**src/rtl/gpio_port_pkg.sv**
```systemverilog
package gpio_port_pkg;

    // Register bank selected by a bus address
    typedef enum logic [1:0] {
        BANK_LEVEL = 2'd0,
        BANK_DRIVE = 2'd1,
        BANK_OWNER = 2'd2,
        BANK_NONE  = 2'd3
    } bank_e;

    localparam int unsigned WORD_BYTES = 4;
    localparam int unsigned NUM_BANKS  = 3;

endpackage

```
**src/rtl/gpio_addr_dec.sv**
```systemverilog
module gpio_addr_dec
    import gpio_port_pkg::*;
#(
    parameter int unsigned ADDR_W  = 8,
    parameter int unsigned NUM_GRP = 4,
    localparam int unsigned GRP_IDX_W = (NUM_GRP > 1) ? $clog2(NUM_GRP) : 1
) (
    input  logic [ADDR_W-1:0]    addr,
    output bank_e                bank,
    output logic [GRP_IDX_W-1:0] grp
);

    localparam int unsigned OFS_W = $clog2(WORD_BYTES);

    logic [ADDR_W-1:0] word_idx;
    logic [ADDR_W-1:0] bank_idx;
    logic [ADDR_W-1:0] grp_idx;

    always_comb begin
        word_idx = addr >> OFS_W;
        bank_idx = word_idx / ADDR_W'(NUM_GRP);
        grp_idx  = word_idx % ADDR_W'(NUM_GRP);
        grp      = grp_idx[GRP_IDX_W-1:0];
        bank     = BANK_NONE;
        if (addr[OFS_W-1:0] == '0) begin
            case (bank_idx)
                ADDR_W'(0): bank = BANK_LEVEL;
                ADDR_W'(1): bank = BANK_DRIVE;
                ADDR_W'(2): bank = BANK_OWNER;
                default:    bank = BANK_NONE;
            endcase
        end
    end

endmodule

```
**src/rtl/gpio_regbank.sv**
```systemverilog
module gpio_regbank
    import gpio_port_pkg::*;
#(
    parameter int unsigned NUM_PINS = 32,
    parameter int unsigned GRP_W    = 8,
    localparam int unsigned NUM_GRP   = NUM_PINS / GRP_W,
    localparam int unsigned GRP_IDX_W = (NUM_GRP > 1) ? $clog2(NUM_GRP) : 1
) (
    input  logic                 clk,
    input  logic                 rst_n,
    input  logic                 wr_en,
    input  bank_e                bank,
    input  logic [GRP_IDX_W-1:0] grp,
    input  logic [GRP_W-1:0]     wbyte,
    output logic [NUM_PINS-1:0]  level_o,
    output logic [NUM_PINS-1:0]  drive_o,
    output logic [NUM_PINS-1:0]  owner_o
);

    typedef struct packed {
        logic [NUM_PINS-1:0] level;
        logic [NUM_PINS-1:0] drive;
        logic [NUM_PINS-1:0] owner;
    } bank_state_t;

    bank_state_t st_d, st_q;

    always_comb begin
        st_d = st_q;
        if (wr_en) begin
            for (int g = 0; g < int'(NUM_GRP); g++) begin
                if (grp == GRP_IDX_W'(g)) begin
                    case (bank)
                        BANK_LEVEL: st_d.level[g*GRP_W +: GRP_W] = wbyte;
                        BANK_DRIVE: st_d.drive[g*GRP_W +: GRP_W] = wbyte;
                        BANK_OWNER: st_d.owner[g*GRP_W +: GRP_W] = wbyte;
                        default: ;
                    endcase
                end
            end
        end
    end

    always_ff @(posedge clk or negedge rst_n) begin
        if (!rst_n) begin
            st_q.level <= '0;
            st_q.drive <= '0;
            st_q.owner <= '1;
        end else begin
            st_q <= st_d;
        end
    end

    assign level_o = st_q.level;
    assign drive_o = st_q.drive;
    assign owner_o = st_q.owner;

endmodule

```
**src/rtl/gpio_sync2.sv**
```systemverilog
module gpio_sync2 #(
    parameter int unsigned WIDTH = 32
) (
    input  logic             clk,
    input  logic             rst_n,
    input  logic [WIDTH-1:0] async_i,
    output logic [WIDTH-1:0] sync_o
);

    typedef struct packed {
        logic [WIDTH-1:0] stage1;
        logic [WIDTH-1:0] stage2;
    } sync_state_t;

    sync_state_t sy_d, sy_q;

    always_comb begin
        sy_d.stage1 = async_i;
        sy_d.stage2 = sy_q.stage1;
    end

    always_ff @(posedge clk or negedge rst_n) begin
        if (!rst_n) begin
            sy_q <= '0;
        end else begin
            sy_q <= sy_d;
        end
    end

    assign sync_o = sy_q.stage2;

endmodule

```
**src/rtl/gpio_pinmux.sv**
```systemverilog
module gpio_pinmux #(
    parameter int unsigned NUM_PINS = 32
) (
    input  logic [NUM_PINS-1:0] level,
    input  logic [NUM_PINS-1:0] drive,
    input  logic [NUM_PINS-1:0] owner,
    input  logic [NUM_PINS-1:0] pin_sync,
    input  logic [NUM_PINS-1:0] alt_out,
    input  logic [NUM_PINS-1:0] alt_oe,
    output logic [NUM_PINS-1:0] pin_out,
    output logic [NUM_PINS-1:0] pin_oe,
    output logic [NUM_PINS-1:0] rd_level
);

    for (genvar i = 0; i < NUM_PINS; i++) begin : g_pin
        always_comb begin
            if (owner[i]) begin
                pin_out[i] = alt_out[i];
                pin_oe[i]  = alt_oe[i];
            end else begin
                pin_out[i] = level[i];
                pin_oe[i]  = drive[i];
            end
            rd_level[i] = drive[i] ? level[i] : pin_sync[i];
        end
    end

endmodule

```
**src/rtl/gpio_port_ctrl.sv**
```systemverilog
module gpio_port_ctrl
    import gpio_port_pkg::*;
#(
    parameter int unsigned ADDR_W   = 8,
    parameter int unsigned DATA_W   = 32,
    parameter int unsigned NUM_PINS = 32,
    parameter int unsigned GRP_W    = 8
) (
    input  logic                clk,
    input  logic                rst_n,
    input  logic [ADDR_W-1:0]   bus_addr,
    input  logic                bus_we,
    input  logic [DATA_W-1:0]   bus_wdata,
    output logic [DATA_W-1:0]   bus_rdata,
    input  logic [NUM_PINS-1:0] pin_in,
    output logic [NUM_PINS-1:0] pin_out,
    output logic [NUM_PINS-1:0] pin_oe,
    input  logic [NUM_PINS-1:0] alt_out,
    input  logic [NUM_PINS-1:0] alt_oe
);

    localparam int unsigned NUM_GRP   = NUM_PINS / GRP_W;
    localparam int unsigned GRP_IDX_W = (NUM_GRP > 1) ? $clog2(NUM_GRP) : 1;

    bank_e                bank_sel;
    logic [GRP_IDX_W-1:0] grp_sel;
    logic [NUM_PINS-1:0]  level_bits;
    logic [NUM_PINS-1:0]  drive_bits;
    logic [NUM_PINS-1:0]  owner_bits;
    logic [NUM_PINS-1:0]  sync_bits;
    logic [NUM_PINS-1:0]  rd_level;
    logic [GRP_W-1:0]     rd_byte;
    logic                 unused_wdata_hi;

    assign unused_wdata_hi = ^bus_wdata[DATA_W-1:GRP_W];

    gpio_addr_dec #(
        .ADDR_W  (ADDR_W),
        .NUM_GRP (NUM_GRP)
    ) u_dec (
        .addr (bus_addr),
        .bank (bank_sel),
        .grp  (grp_sel)
    );

    gpio_regbank #(
        .NUM_PINS (NUM_PINS),
        .GRP_W    (GRP_W)
    ) u_regs (
        .clk     (clk),
        .rst_n   (rst_n),
        .wr_en   (bus_we),
        .bank    (bank_sel),
        .grp     (grp_sel),
        .wbyte   (bus_wdata[GRP_W-1:0]),
        .level_o (level_bits),
        .drive_o (drive_bits),
        .owner_o (owner_bits)
    );

    gpio_sync2 #(
        .WIDTH (NUM_PINS)
    ) u_sync (
        .clk     (clk),
        .rst_n   (rst_n),
        .async_i (pin_in),
        .sync_o  (sync_bits)
    );

    gpio_pinmux #(
        .NUM_PINS (NUM_PINS)
    ) u_mux (
        .level    (level_bits),
        .drive    (drive_bits),
        .owner    (owner_bits),
        .pin_sync (sync_bits),
        .alt_out  (alt_out),
        .alt_oe   (alt_oe),
        .pin_out  (pin_out),
        .pin_oe   (pin_oe),
        .rd_level (rd_level)
    );

    always_comb begin
        case (bank_sel)
            BANK_LEVEL: rd_byte = rd_level[grp_sel*GRP_W +: GRP_W];
            BANK_DRIVE: rd_byte = drive_bits[grp_sel*GRP_W +: GRP_W];
            BANK_OWNER: rd_byte = owner_bits[grp_sel*GRP_W +: GRP_W];
            default:    rd_byte = '0;
        endcase
        bus_rdata = {{(DATA_W-GRP_W){1'b0}}, rd_byte};
    end

endmodule

```
**config.mk**
```make
export PLATFORM = sky130hd
export DESIGN_NAME = gpio_port_ctrl
export DESIGN_NICKNAME = d
export VERILOG_FILES = /design/src/rtl/gpio_port_pkg.sv /design/src/rtl/gpio_addr_dec.sv /design/src/rtl/gpio_regbank.sv /design/src/rtl/gpio_sync2.sv /design/src/rtl/gpio_pinmux.sv /design/src/rtl/gpio_port_ctrl.sv
export SDC_FILE = /design/constraint.sdc
export NUM_CORES = 1
export LEC_CHECK = 0
export BUFFER_PORTS_ARGS = -buffer_cell sky130_fd_sc_hd__buf_2
export CELL_PAD_IN_SITES_DETAIL_PLACEMENT = 1
export CELL_PAD_IN_SITES_GLOBAL_PLACEMENT = 1
export CORE_MARGIN = 4
export CORE_UTILIZATION = 45
export CTS_BUF_LIST = sky130_fd_sc_hd__clkbuf_8
export CTS_CLUSTER_DIAMETER = 40
export DETAILED_ROUTE_END_ITERATION = 12
export PLACE_DENSITY_LB_ADDON = 0.2
export SLEW_MARGIN = 20
export SYNTH_ARGS = -nofsm -noshare
export SYNTH_HDL_FRONTEND = slang
export SYNTH_SLANG_ARGS = --single-unit
```
**constraint.sdc**
```tcl
create_clock -name clk -period 6.2 [get_ports clk]
set_clock_uncertainty 0.2 [all_clocks]
set_input_delay 0.31 -clock clk [delete_from_list [all_inputs] [get_ports clk]]
set_output_delay 0.31 -clock clk [all_outputs]
set_load 0.02 [all_outputs]
```
==> results of run 1 <==
## through the flow
| step | total power (W) | cells | utilization (%) | hold WS (ps) | area (um2) |
|---|---|---|---|---|---|
| after floorplan | 0.001368 | 556 | - | -185.6 | 7502 |
| after global placement | 0.001476 | 905 | 52.39 | 131.7 | 8382 |
| after detailed placement | 0.001494 | 905 | 52.39 | 135.6 | 8382 |
| after CTS | 0.002356 | 969 | 57.16 | 8.633 | 9146 |
| after global routing | 0.002431 | 969 | 57.19 | 26.26 | 9150 |
| final | 0.002338 | 969 | 57.19 | 38.72 | 9150 |
## final timing paths
check,start,to,slack [ps],cells after the start
worst min-delay path,bus_wdata[6],u_regs.drive_o[6],40,3
max in group asynchronous,rst_n,u_sync.sy_d[1],4320,3
worst max register to register,u_regs.drive_o[30],u_regs.drive_o[30],5120,1
min in group asynchronous,rst_n,u_regs.drive_o[13],260,2
worst max-delay path,bus_addr[1],bus_rdata[3],2340,9
worst min register to register,u_sync.sy_d[9],u_sync.sync_o[9],150,0
## per-layer routing
layer / vias up / track usage [%]
met2: 175 / 42.63
li1: 2322 / -
met4: 4 / 8.007
met3: 36 / 4.515
met1: 2759 / 29.15
met5: - / 0
## registers in the layout, indices dropped and copies added, names as in the netlist
name            cells
u_regs.drive_o     32
u_regs.owner_o     32
u_sync.sy_d        32
u_sync.sync_o      32
u_regs.level_o     32
## timing repair
| item | 4_1_cts | 5_1_grt |
|---|---|---|
| hold buffers | 33 | 0 |
| gates resized for setup | 0 | 0 |
| hold endpoints to repair | 93 | 0 |
## cell usage after synthesis, types with 6 or more instances
| cell | count | area share (%) |
|---|---|---|
| mux2i_1 | 32 | 4.3 |
| a21boi_0 | 6 | 0.61 |
| dfstp_2 | 32 | 11 |
| a22oi_1 | 13 | 1.3 |
| nand2_2 | 6 | 0.51 |
| a21oi_1 | 7 | 0.47 |
| dfrtp_1 | 128 | 43 |
| clkbuf_1 | 10 | 0.51 |
| a221oi_1 | 20 | 2.4 |
| buf_2 | 11 | 0.74 |
| buf_4 | 29 | 2.9 |
| o41ai_1 | 6 | 0.71 |
| mux2_2 | 152 | 23 |
| nand2_1 | 19 | 0.96 |
| o211ai_1 | 7 | 0.71 |
## layout make-up
type	count	share of cell area [%]
flip-flops and latches	160	44.20
clock inverters	13	2.037
multi-input cells	336	33.84
repair buffers	221	14.06
clock buffers	18	2.708
inverters	5	0.2051
well taps	216	2.954
## power by group
| part | leakage (nW) | total (W) | switching [W] | internal (W) |
|---|---|---|---|---|
| logic | 2.31 | 0.000322 | 0.000173 | 0.000149 |
| clock network | 0.208 | 0.000847 | 0.000399 | 0.000448 |
| registers | 1.96 | 0.00117 | 0.0000559 | 0.00111 |
| total | 4.48 | 0.00234 | 0.000628 | 0.00171 |
## cells by family after synthesis
| kind of cell | after synthesis | share of synthesized area [%] |
|---|---|---|
| simple gates | 48 | 3.948 |
| buf+inv | 60 | 4.910 |
| other cells | 1 | 0.05057 |
| compound gates | 69 | 7.171 |
| mux | 191 | 28.72 |
| fa+ha+maj | 4 | 0.6749 |
| flops | 160 | 54.53 |
==> impl_metrics.json, run 1 <==
{
  "hold_violations": 0,
  "gp_congestion": 0.8015,
  "power.static_leakage_nw": 4.477,
  "cpLargestDelayFamily": "simple AND/OR/NAND/NOR gates",
  "start_util_pct": 46.35,
  "clock-sinks": 160,
  "syn_area_mm2": 0.007416,
  "cp-end-kind": "primary output",
  "drive_above_1_share_pct": 55.25,
  "grt_pass1_wl_um": 33420,
  "post_drt_wl_per_cell_um": 22.42,
  "routed_wl_um": 21730,
  "diodes": 0,
  "synth_area_per_cell_um2": 13.91,
  "m1WireLength_um": 8841,
  "worstSetupStartpointType": "primary input",
  "slew_headroom_pct": 39.09,
  "antenna_left": 0,
  "setup_tns_ps": 0,
  "ys_seq_elements": 160,
  "tritoncts": "built",
  "postCtsSetupBuffers": 0,
  "cts_root_buf": "clkbuf_8",
  "port_buffers": 186,
  "crit_type": "in -> out",
  "finalSetupViolCount": 0,
  "io_pins": 235,
  "final_common_cell": "buf_2",
  "cts_made_buffers": 17,
  "fp.dieH_um": 136.4,
  "areaGrowthSynthToFinish_pct": 23.38,
  "yosysWarnings": 0,
  "fin_crit_ps": 3859,
  "seq_area_mm2": 0.004044,
  "drc": 0,
  "grt_overflow": 0,
  "tightest_slew_ps": 913.7,
  "num_rows": 46,
  "multiInputGateArea_mm2": 0.003097,
  "most-common-layout-cells": "185 x buf_2, 152 x mux2_2, 128 x dfrtp_1, 33 x dlygate4sd3_1",
  "seq_area_frac_synth_pct": 54.53,
  "synth_cell_type_count": 45,
  "setup_ws_ps": 2341,
  "pre_cts_slack_ps": 2318,
  "antenna_found_initial": 2,
  "post-dp-hpwl_um": 14900,
  "slowest_delay_ps": 790,
  "powerDensity_mw_per_mm2": 255.5,
  "worst-path-max-fanout": 24,
  "report.final.slew_viol_count": 0,
  "timing.max_cap.violations": 0,
  "dr_wl_met2_um": 11390,
  "rsz0062_at_grt": "no",
  "top_layer": "met5",
  "track_usage_pct": 23.94,
  "fp.coreArea_mm2": 0.01600,
  "crit_buf_inv": 2,
  "vias_per_cell": 5.465,
  "crit_required_ps": 5690,
  "crit_top_cell": "buf_2",
  "crit_chain": "buf_2, or4_1, nor2_1, ha_2, nor2b_1, a22oi_1, o211ai_1, o41ai_1, buf_2",
  "arrival_ps": 3350,
  "grt_max_degree": 84,
  "clkTransAtPathRegs_ps": 80,
  "async_reset_ff_share_pct": 100.0,
  "hold_class": "in -> reg",
  "netlist_instances": 533,
  "clock_latency_ps": 460,
  "cts_buffer_depth": 2,
  "vias": 5296,
  "fmax_ghz": 0.2591,
  "fin_crit_sh_pct": 62.24,
  "cts-htree-levels": 4,
  "die_width_um": 136.4,
  "ir_worst_vdd_v": 0.0001395,
  "status": "completed",
  "dr_wl_met3_um": 1051,
  "synthFlopType": "dfrtp_1",
  "grt_pass1_vias": 5916,
  "cp_slowest_cell": "nor2b_1",
  "die_area_mm2": 0.01860,
  "nets": 884,
  "synth_enable_flop_cells": 0,
  "drt_pre_antenna_iters": 4,
  "n_fill_cell": 1690,
  "drtIter0Drc": 311
}
Power figures use the tool's default switching activity.
==> inputs of run 2 (changes only) <==
Settings changed: CORE_UTILIZATION 45 to 42.
Clock period 6.2 ns to 3.95 ns, I/O delays scaled along.
==> run 2 against run 1 <==
  * Sequential share of layout area shrank 0.48 points
  * Wire length down 4.3%
  * Register-to-register slack lost 2200 ps
  * Cell count increased by 2.3%
  * Largest power group unchanged
==> impl_metrics.json, run 2 (same netlist as run 1, synthesis figures left out) <==
{
  "tritoncts": "built",
  "most-common-layout-cells": "185 x buf_2, 152 x mux2_2, 128 x dfrtp_1, 41 x dlygate4sd3_1",
  "clock_latency_ps": 460,
  "crit_required_ps": 3550,
  "final_cells": 991,
  "worstSetupStartpointType": "primary input",
  "drive_above_1_share_pct": 54.70,
  "ir_worst_vdd_v": 0.0002019,
  "r2r_end": "u_regs.drive_o[29]",
  "port_buffers": 186,
  "fin_crit_ps": 3439,
  "timing.max_cap.violations": 0,
  "r2r_slack_ps": 2880,
  "die_area_mm2": 0.01985,
  "slew_headroom_pct": 34.74,
  "tightest_slew_ps": 979.0,
  "hold_depth": 3,
  "num_rows": 48,
  "hold_start": "bus_we",
  "p_sw_w": 0.0009677,
  "worst-path-max-fanout": 13,
  "routed_wl_um": 20790,
  "postCtsSetupBuffers": 0,
  "fp.coreArea_mm2": 0.01730,
  "pwr-share-seq_pct": 51.2,
  "fin_crit_sh_pct": 87.06,
  "clkTransAtPathRegs_ps": 90,
  "place_inst": 919,
  "grt_pass1_wl_um": 32530,
  "diodes": 0,
  "powerDensity_mw_per_mm2": 386.5,
  "final_common_cell": "buf_2",
  "n_fill_cell": 1852,
  "hold_violations": 0,
  "post-dp-hpwl_um": 14640,
  "report.final.slew_viol_count": 0,
  "status": "completed",
  "drt_pre_antenna_iters": 4,
  "drc": 0,
  "start_util_pct": 42.87,
  "cts_buffer_depth": 2,
  "min_to": "u_regs.owner_o[9]",
  "vias": 5239,
  "r2r_start": "u_regs.drive_o[29]",
  "areaGrowthSynthToFinish_pct": 24.75,
  "grt_pass1_vias": 5774,
  "grt_overflow": 0,
  "crit_top_cell": "buf_2",
  "die_width_um": 140.9,
  "hold_ws_ps": 103.2,
  "slowest_delay_ps": 740,
  "power.static_leakage_nw": 4.531,
  "antenna_found_initial": 0,
  "crit_chain": "buf_2, or4_1, nor2_1, ha_1, nor2b_1, a22oi_1, o211ai_1, o41ai_1, buf_2",
  "antenna_left": 0,
  "cp-end-kind": "primary output",
  "clock-sinks": 160,
  "track_usage_pct": 21.43,
  "cts-htree-levels": 4,
  "crit_type": "in -> out",
  "netSwitchingFraction_pct": 27.07,
  "fp.dieH_um": 140.9,
  "drtIter0Drc": 178,
  "finalSetupViolCount": 0,
  "reg2regPathDepth": 1,
  "post_drt_wl_per_cell_um": 20.98,
  "grt_max_degree": 107,
  "arrival_ps": 3040,
  "cp_slowest_cell": "nor2b_1",
  "vias_per_cell": 5.287,
  "p_comb_share_pct": 14.3,
  "internal-power_w": 0.002608,
  "clkPwrFrac_pct": 34.6,
  "io_pins": 235,
  "hold_class": "in -> reg",
  "rsz0062_at_grt": "no",
  "cts_root_buf": "clkbuf_8",
  "nets": 897,
  "fmax_ghz": 0.2908,
  "cts_made_buffers": 17,
  "setup_tns_ps": 0,
  "gp_congestion": 0.8127
}
==> run 2: worst max-delay path, delay by kind of cell <==
kind                       cells  cell delay (ps)
and+or+nand+nor                3             1510
AOI/OAI and AO/OA              3              540
adders and majority gates      1              480
buffers and inverters          2              290
==> run 2: through the flow <==
step / util, % / total power (W) / worst slack (ps) / cell area [um2]
4_1_cts: 53.49 / 0.003614 / 523.8 / 9251
2_1_floorplan: - / 0.002147 / 1255 / 7502
6_report: 53.49 / 0.003575 / 511.1 / 9251
3_5_place_dp: 48.80 / 0.002345 / 576.4 / 8441
5_1_grt: 53.49 / 0.003729 / 373.4 / 9251
3_3_place_gp: 48.80 / 0.002324 / 694.3 / 8441
==> run 2: how the worst max path moves through the flow <==
stage                           start           end  slack (ps)  cells after the start
after detailed placement  bus_addr[1]  bus_rdata[0]         580                      9
final                     bus_addr[1]  bus_rdata[0]         510                      9
after global placement    bus_addr[1]  bus_rdata[3]         690                      9
after global routing      bus_addr[1]  bus_rdata[3]         370                      9
after floorplan           bus_addr[1]  bus_rdata[0]        1250                      7
after CTS                 bus_addr[1]  bus_rdata[0]         520                      9
==> run 2: what timing repair did <==
| action | CTS | global route |
|---|---|---|
| gates resized for setup | 0 | 0 |
| hold buffers | 41 | 0 |
| hold endpoints to repair | 208 | 0 |
==> run 2: layout make-up <==
class	count	area, um2	share of cell area, %
clock buffers	17	234.0	2.529
clock inverters	14	166.4	1.799
inverters	5	18.77	0.2029
multi-input cells	336	3094	33.45
flip-flops and latches	160	4044	43.71
well taps	225	281.5	3.043
repair buffers	234	1413	15.27
==> run 2: layer usage <==
layer / track usage, % / wire length [um] / vias up
met3: 4.206 / 1027 / 19
li1: - / - / 2357
met4: 6.068 / 262 / 0
met1: 26.38 / 8460 / 2701
met5: 0 / 0 / -
met2: 38.31 / 11040 / 162
==> run 2: power groups by stage <==
stage / sequential (W) / combinational (W) / clock, W
3_3_place_gp: 0.00186 / 0.000469 / 0
3_5_place_dp: 0.00186 / 0.000483 / 0
2_1_floorplan: 0.00183 / 0.000317 / 0
5_1_grt: 0.00184 / 0.000556 / 0.00133
6_report: 0.00183 / 0.000510 / 0.00124
4_1_cts: 0.00183 / 0.000516 / 0.00127
